[src/rtl/phc_pkg.sv]
package phc_pkg;

    typedef enum logic [1:0] {
        MODE_TRACK = 2'b00,
        MODE_FLOAT = 2'b01,
        MODE_PUSH  = 2'b10,
        MODE_PULL  = 2'b11
    } pump_mode_e;

    typedef struct packed {
        logic up;
        logic dn;
        logic hiz;
    } pump_t;

    // Maps the tracking enables through the selected output function.
    function automatic pump_t drive_pump(pump_mode_e m, logic up, logic dn);
        pump_t p;
        unique case (m)
            MODE_TRACK: p = '{up: up,   dn: dn,   hiz: 1'b0};
            MODE_FLOAT: p = '{up: 1'b0, dn: 1'b0, hiz: 1'b1};
            MODE_PUSH:  p = '{up: 1'b1, dn: 1'b0, hiz: 1'b0};
            default:    p = '{up: 1'b0, dn: 1'b1, hiz: 1'b0};
        endcase
        return p;
    endfunction

endpackage

[src/rtl/phc_refdiv.sv]
module phc_refdiv #(
    parameter int DIV_LO = 512,
    parameter int DIV_HI = 1024
) (
    input  logic clk,
    input  logic rst,
    input  logic tick,
    input  logic ratio_hi,
    output logic ref_evt
);
    localparam int CNT_W = $clog2(DIV_HI);
    localparam logic [CNT_W-1:0] LAST_LO = CNT_W'(DIV_LO - 1);
    localparam logic [CNT_W-1:0] LAST_HI = CNT_W'(DIV_HI - 1);

    logic [CNT_W-1:0] cnt_q;
    logic             hi_q;
    logic [CNT_W-1:0] last;

    assign last = hi_q ? LAST_HI : LAST_LO;

    always_ff @(posedge clk) begin
        if (rst) begin
            cnt_q   <= '0;
            hi_q    <= 1'b0;
            ref_evt <= 1'b0;
        end else begin
            ref_evt <= 1'b0;
            if (tick) begin
                if (cnt_q == last) begin
                    cnt_q   <= '0;
                    ref_evt <= 1'b1;
                    hi_q    <= ratio_hi;
                end else begin
                    cnt_q <= cnt_q + 1'b1;
                end
            end
        end
    end

    // strobe lasts one clock
    p_strobe_single_r1: assert property (@(posedge clk) disable iff (rst)
        ref_evt |=> !ref_evt);
    // count never passes the active ratio
    p_cnt_range_r1: assert property (@(posedge clk) disable iff (rst)
        cnt_q <= last);

endmodule

[src/rtl/phc_pfd_core.sv]
module phc_pfd_core #(
    parameter int OFFSET_CYC = 2
) (
    input  logic clk,
    input  logic rst,
    input  logic ref_evt,
    input  logic fb_evt,
    output logic up_q,
    output logic dn_q,
    output logic ofs_on
);
    localparam int OFS_W = $clog2(OFFSET_CYC + 1);
    localparam logic [OFS_W-1:0] OFS_LOAD = OFS_W'(OFFSET_CYC);

    logic [OFS_W-1:0] ofs_q;
    logic             both;

    assign both   = up_q & dn_q;
    assign ofs_on = (ofs_q != '0);

    always_ff @(posedge clk) begin
        if (rst) begin
            up_q  <= 1'b0;
            dn_q  <= 1'b0;
            ofs_q <= '0;
        end else if (both) begin
            up_q  <= 1'b0;
            dn_q  <= 1'b0;
            ofs_q <= OFS_LOAD;
        end else begin
            up_q <= up_q | fb_evt;
            dn_q <= dn_q | ref_evt;
            if (ofs_on) ofs_q <= ofs_q - 1'b1;
        end
    end

    // coincident state clears after one clock of overlap
    p_overlap_one_r4: assert property (@(posedge clk) disable iff (rst)
        (up_q && dn_q) |=> (!up_q && !dn_q));
    // a completed comparison opens the offset window
    p_offset_start_r5: assert property (@(posedge clk) disable iff (rst)
        (up_q && dn_q) |=> ofs_on);

endmodule

[src/rtl/phc_lock_det.sv]
module phc_lock_det #(
    parameter int LOCK_WIN = 4
) (
    input  logic clk,
    input  logic rst,
    input  logic up_q,
    input  logic dn_q,
    input  logic ref_evt,
    output logic out_of_lock
);
    localparam int W_W = $clog2(LOCK_WIN + 1);
    localparam logic [W_W-1:0] WIN = W_W'(LOCK_WIN);

    logic [W_W-1:0] wcnt_q;
    logic           one_sided;
    logic           viol;
    logic           clean_q;

    assign one_sided = up_q ^ dn_q;
    assign viol      = one_sided && (wcnt_q == WIN);

    always_ff @(posedge clk) begin
        if (rst) begin
            wcnt_q      <= '0;
            clean_q     <= 1'b0;
            out_of_lock <= 1'b1;
        end else begin
            if (!one_sided)        wcnt_q <= '0;
            else if (wcnt_q != WIN) wcnt_q <= wcnt_q + 1'b1;

            if (viol) begin
                clean_q     <= 1'b0;
                out_of_lock <= 1'b1;
            end else if (ref_evt) begin
                clean_q <= 1'b1;
                if (clean_q) out_of_lock <= 1'b0;
            end
        end
    end

    // an over-wide one-sided pulse flags unlock on the next clock
    p_unlock_next_r7: assert property (@(posedge clk) disable iff (rst)
        viol |=> out_of_lock);
    // the flag clears only right after a reference strobe
    p_relock_ref_r8: assert property (@(posedge clk) disable iff (rst)
        $fell(out_of_lock) |-> $past(ref_evt));

endmodule

[src/rtl/phase_cmp_lock.sv]
module phase_cmp_lock #(
    parameter int DIV_LO     = 512,
    parameter int DIV_HI     = 1024,
    parameter int OFFSET_CYC = 2,
    parameter int LOCK_WIN   = 4
) (
    input  logic       clk,
    input  logic       rst,
    input  logic       ref_tick,
    input  logic       fb_pulse,
    input  logic       ref_ratio_hi,
    input  logic [1:0] mode_sel,
    input  logic       low_current_sel,
    output logic       ref_pulse,
    output logic       pump_up,
    output logic       pump_dn,
    output logic       pump_hiz,
    output logic       pump_low_i,
    output logic       out_of_lock
);
    import phc_pkg::*;

    logic  up_q, dn_q, ofs_on;
    pump_t pump;

    phc_refdiv #(.DIV_LO(DIV_LO), .DIV_HI(DIV_HI)) u_refdiv (
        .clk(clk), .rst(rst), .tick(ref_tick),
        .ratio_hi(ref_ratio_hi), .ref_evt(ref_pulse)
    );

    phc_pfd_core #(.OFFSET_CYC(OFFSET_CYC)) u_core (
        .clk(clk), .rst(rst), .ref_evt(ref_pulse), .fb_evt(fb_pulse),
        .up_q(up_q), .dn_q(dn_q), .ofs_on(ofs_on)
    );

    phc_lock_det #(.LOCK_WIN(LOCK_WIN)) u_lock (
        .clk(clk), .rst(rst), .up_q(up_q), .dn_q(dn_q),
        .ref_evt(ref_pulse), .out_of_lock(out_of_lock)
    );

    assign pump       = drive_pump(pump_mode_e'(mode_sel), up_q | ofs_on, dn_q);
    assign pump_up    = pump.up;
    assign pump_dn    = pump.dn;
    assign pump_hiz   = pump.hiz;
    assign pump_low_i = low_current_sel;

    // floating mode silences both enables
    p_float_quiet_r2: assert property (@(posedge clk) disable iff (rst)
        (mode_sel == 2'b01) |-> (pump_hiz && !pump_up && !pump_dn));
    // forced modes never drive both sources
    p_force_excl_r2: assert property (@(posedge clk) disable iff (rst)
        mode_sel[1] |-> ($countones({pump_up, pump_dn}) == 1 && !pump_hiz));

endmodule

[config.mk]
export PLATFORM = sky130hd
export DESIGN_NAME = phase_cmp_lock
export DESIGN_NICKNAME = d
export VERILOG_FILES = /design/src/rtl/phc_pkg.sv /design/src/rtl/phc_refdiv.sv /design/src/rtl/phc_pfd_core.sv /design/src/rtl/phc_lock_det.sv /design/src/rtl/phase_cmp_lock.sv
export SDC_FILE = /design/constraint.sdc
export NUM_CORES = 1
export LEC_CHECK = 0
export ABC_AREA = 1
export BUFFER_PORTS_ARGS = -buffer_cell sky130_fd_sc_hd__buf_2
export CAP_MARGIN = 20
export CORE_MARGIN = 2
export CORE_UTILIZATION = 50
export DETAILED_ROUTE_END_ITERATION = 8
export GPL_TIMING_DRIVEN = 0
export PLACE_DENSITY = 0.73
export RECOVER_POWER = 50
export SETUP_SLACK_MARGIN = 0.15
export SLEW_MARGIN = 20
export SYNTH_ARGS = -nofsm -noshare
export SYNTH_HDL_FRONTEND = slang
export SYNTH_SLANG_ARGS = --single-unit
[constraint.sdc]
create_clock -name clk -period 1.57 [get_ports clk]
set_clock_uncertainty 0.15 [all_clocks]
set_input_delay 0.157 -clock clk [delete_from_list [all_inputs] [get_ports clk]]
set_output_delay 0.157 -clock clk [all_outputs]
set_load 0.01 [all_outputs]
; ---- Yosys cells after proc, flatten, opt, wreduce, memory -nomap -nowiden
; Index checks and enable logic that the tools add are counted.
[totals]
regBits = 21
input_bits = 8
out_inout_bits = 6
[classes]
add_sub_neg = 3
n_eq_ne = 5
muxes = 6
bitwise_logic = 7
reduce_logical = 10
[ops]
columns = operator, n
row1 = $mux 10, 2
row2 = $add 10x1->10 const B, 1
row3 = $eq 10x10->1, 1
row4 = $pmux 3 s3, 1
row5 = $reduce_or 2->1, 4
row6 = $mux 2, 2
row7 = $reduce_and 2->1, 2
row8 = $reduce_bool 2->1, 2
row9 = $add 3x1->3 const B, 1
row10 = $eq 3x3->1 const B, 1
row11 = $ne 3x3->1 const B, 1
row12 = $or 1x1->1, 3
row13 = $eq 2x1->1 const B, 1
row14 = $eq 2x2->1 const B, 1
row15 = $logic_not 2->1, 1
row16 = $not 1->1, 2
row17 = $sub 2x1->2 const B, 1
row18 = $and 1x1->1, 1
row19 = $logic_and 1x1->1, 1
row20 = $mux 1, 1
row21 = $xor 1x1->1, 1

; ---- Longest topological paths before layout
[logic_depth]
depth_word = 3
ltp_mapped = 8
depth_no_buf = 8

; ---- Cells and area by module
; From an unflattened synthesis, not the netlist that was laid out.
[unflattened]
hier_cells = 154
area_unflattened_um2 = 1068.5
[modules_own_cells]
columns = mod, instances, cells_per_inst, area_per_inst_um2, seq_area_each_um2
row1 = phc_refdiv, 1, 90, 600.6, 240.2
row2 = phc_lock_det, 1, 32, 251.5, 100.1
row3 = phc_pfd_core, 1, 17, 137.6, 80.1
row4 = phase_cmp_lock, 1, 15, 78.8, 0.0

; ---- Worst setup path after synthesis
; OpenSTA, ideal clock, no wires.
[synth_timing]
path_kind = flip-flop to flip-flop
start = register u_refdiv.cnt_q[0]
end = register u_refdiv.cnt_q[9]
setup_ps = 114
arrival_ps = 1082
required_ps = 1306
path_slack_ps = 224
stages_incl_launch_ff = 7
period_less_slack_ps = 1346
cell_sequence = dfxtp_1 -> ha_1 -> nand2_1 -> nor2_1 -> nand4_2 -> nand2_2 -> nor2_1
[synth_via]
elab_chain_cells = 2
word_cells_on_any_way = 3
[synth_rtl]
columns = element, line_no
row1 = "start, declared", phc_refdiv.sv:15  ; logic [CNT_W-1:0] cnt_q;
row2 = "start signal, assigned", phc_refdiv.sv:34  ; cnt_q <= cnt_q + 1'b1;
row3 = $add 10x1->10 / $eq 10x10->1 (equally long branches), "phc_refdiv.sv:34, phc_refdiv.sv:29"
row4 = $mux 10 *, phc_refdiv.sv:29  ; if (cnt_q == last) begin
; Mark *: on every way between the ends. The rest lies on a longest branch, timed or not.
; A chain may end at the register's enable or synchronous reset.

; ---- Final worst setup path
; Ends and elaborated chain as after synthesis.

==> results.cfg <==
[global_routing]
gr-total-overflow = 0
track_usage_pct = 16.1
grt_max_degree = 12
grt_pass1_vias = 780
grt_antenna_before_repair = 0
grt_pass1_wl_microns = 3070

[floorplanning]
coreArea_sq_um = 1960
die-area_sq_um = 2440
ios = 14
die_w_microns = 49.4
dieHeight_microns = 49.4
num_rows = 16
initial_core_util_pct = 52.5

[cells_and_area]
final_cell_area_sq_um = 1210
final_cell_mix = inv_1 (23), nand2_1 (22), dfxtp_1 (19)
diodes = 0
finalNetCount = 171
final_common_cell = inv_1
fin_cells = 183
areaGrowthSynthToFinish_pct = 18.0
layout-drive-gt1-share_pct = 18.6

[pwr]
power_density_nw_per_um2 = 737
p_total_uw = 895
irDropWorstVdd_v = 0.000392
power_leakage_nw = 0.530

[hold_path]
hold_path_class = flop to flop

[detailed_routing]
wl_per_cell_microns = 9.97
drt_first_iter_violations = 14
drcViolationCount = 0
routed-wl-met3_microns = 61
vias = 874
drt-total-wl_microns = 1820
firstDrtPassIters = 4
vias_per_cell = 4.78
highest_layer = met4
wl_met1_microns = 907
ant_nets = 0
wl_met2_microns = 832

[sta]
relSlewSlack_pct = 83.5
worstMarginPinSlew_ns = 0.248
setup_viol = 0
hold_viol = 0
min_period_ns = 1.37
whs_ns = 0.305
grt_setup_unrepaired = true
fin_crit_sh_pct = 87.0
report.final.slew_viol_count = 0
max_freq_ghz = 0.732
fin_setup_tns_ns = 0

[clocking]
cts_buffers = 3
h-tree-depth = 1
cts_buffer_depth = 2
clock-root-buffer = clkbuf_4
tritoncts = built
numClockSinks = 21
path_clk_slew_ns = 0.12
clk_latency_ns = 0.30

[run_status]
status = complete, no violations

[synthesis]
syn_area_sq_um = 1030
syn_avg_cell_area_sq_um = 7.63
ys_seq_area_share_pct = 40.8
yosys_warnings = 0
synth_cell_types = 25
syn_inst = 135
mappedNetlistNets = 149
synth_seq_cells = 21

[critical_path]
cp.arrival_ns = 1.43
critPathCaptureType = flop
slowest_delay_ns = 0.36
crit_path_frequent_cell = nand2_2
critical_path_required_ns = 1.64
crit_path_start_kind = flop
critPathSlowestCell = dfxtp_4
worstPathMaxFanout = 5
critPathKind = flop to flop
crit_chain = ha_1 > nand2_2 > nor2_4 > nand4_2 > nand2_2 > nor2_1

[place]
dpl_cell_area_sq_um = 1120
dp.cells = 173
gp_congestion = 0.764
place.detailed.hpwl_microns = 1320
io_buffers = 11

[run]
cap_violations = 0
==> worst paths after layout <==
kind	startpoint	endpoint	slack (ns)	cells after the start
hold / removal	u_lock.clean_q	u_lock.clean_q	0.30	2
setup reg to reg	u_refdiv.cnt_q[0]	u_refdiv.cnt_q[9]	0.20	6
hold reg to reg	u_lock.clean_q	u_lock.clean_q	0.30	2
setup / recovery	u_refdiv.cnt_q[0]	u_refdiv.cnt_q[9]	0.20	6
==> per-layer routing <==
layer / track usage, % / vias to the layer above
li1: - / 469
met1: 21.2 / 389
met2: 25.9 / 12
met3: 3.68 / 4
met4: 5.56 / 0
met5: 0 / -
==> worst max-delay path: cells and delay by family, from the launching register on <==
kind,cells,cell delay [ns]
adders and majority gates,1,0.20
and+or+nand+nor,5,0.57
DFF,1,0.36
==> registers in the layout (all words and copies together), names as in the netlist <==
name                count
u_refdiv.ref_evt        1
u_core.up_q             1
u_lock.clean_q          1
u_lock.wcnt_q           3
u_refdiv.hi_q           1
u_core.ofs_q            2
u_lock.out_of_lock      1
u_refdiv.cnt_q         10
u_core.dn_q             1
==> synthesized netlist by cell type <==
library cell	n	area [sq um]
a21oi_1	7	35.0
a31oi_1	1	6.26
xor2_1	2	17.5
nor3b_1	1	7.51
nor2_2	2	12.5
nand2_2	2	12.5
nor3_1	2	10.0
nor2_1	18	67.6
buf_4	1	7.51
mux2i_1	1	10.0
o21ai_0	8	40.0
or2_2	1	6.26
buf_6	1	11.3
nand3_1	4	20.0
dfxtp_1	21	420
nand3_2	2	20.0
nand2_4	1	11.3
inv_1	23	86.3
nand4_1	3	18.8
o21bai_2	1	11.3
ha_1	6	75.1
nand2_1	23	86.3
nand4_2	1	12.5
nor2_4	1	11.3
o22ai_1	2	12.5
==> logic make-up after synthesis <==
group,after synthesis,share of synthesized area (%)
DFF,21,40.8
adders and majority gates,6,7.29
buffers and inverters,25,10.2
muxes,1,0.972
AOI/OAI and AO/OA,19,10.2
and+or+nand+nor,61,28.8
xor gates and xnor gates,2,1.70
==> layout make-up <==
class | instances | area, sq um
well taps | 27 | 33.8
flip-flops and latches | 21 | 425
plain buffers | 2 | 18.8
clock buffers | 4 | 26.3
repair buffers | 17 | 103
multi-input cells | 89 | 522
inverters | 23 | 86.3
fillers | 207 | 747
==> report_power, final <==
part	switching, mW	internal [mW]	leakage, nW
combinational	0.0443	0.0409	0.344
sequential	0.00608	0.541	0.171
clock	0.164	0.0990	0.0150
total	0.215	0.680	0.530
==> repair_timing <==
action | 4_1_cts | 5_1_grt
endpoints found under the setup margin | 10 | 10
setup buffers | 0 | 2
hold buffers | 4 | 0
pin swaps | 2 | 2
resized for setup | 5 | 4
hold endpoints to repair | 8 | 0
gates cloned | 0 | 0
==> through the flow <==
stage / util, % / setup WS, ns
after floorplan: - / 0.224
after global placement: 57.0 / 0.0780
after detailed placement: 57.0 / 0.0741
after CTS: 60.9 / 0.155
after global routing: 61.9 / 0.109
final: 61.9 / 0.205
(Power assumes the default switching activity.)
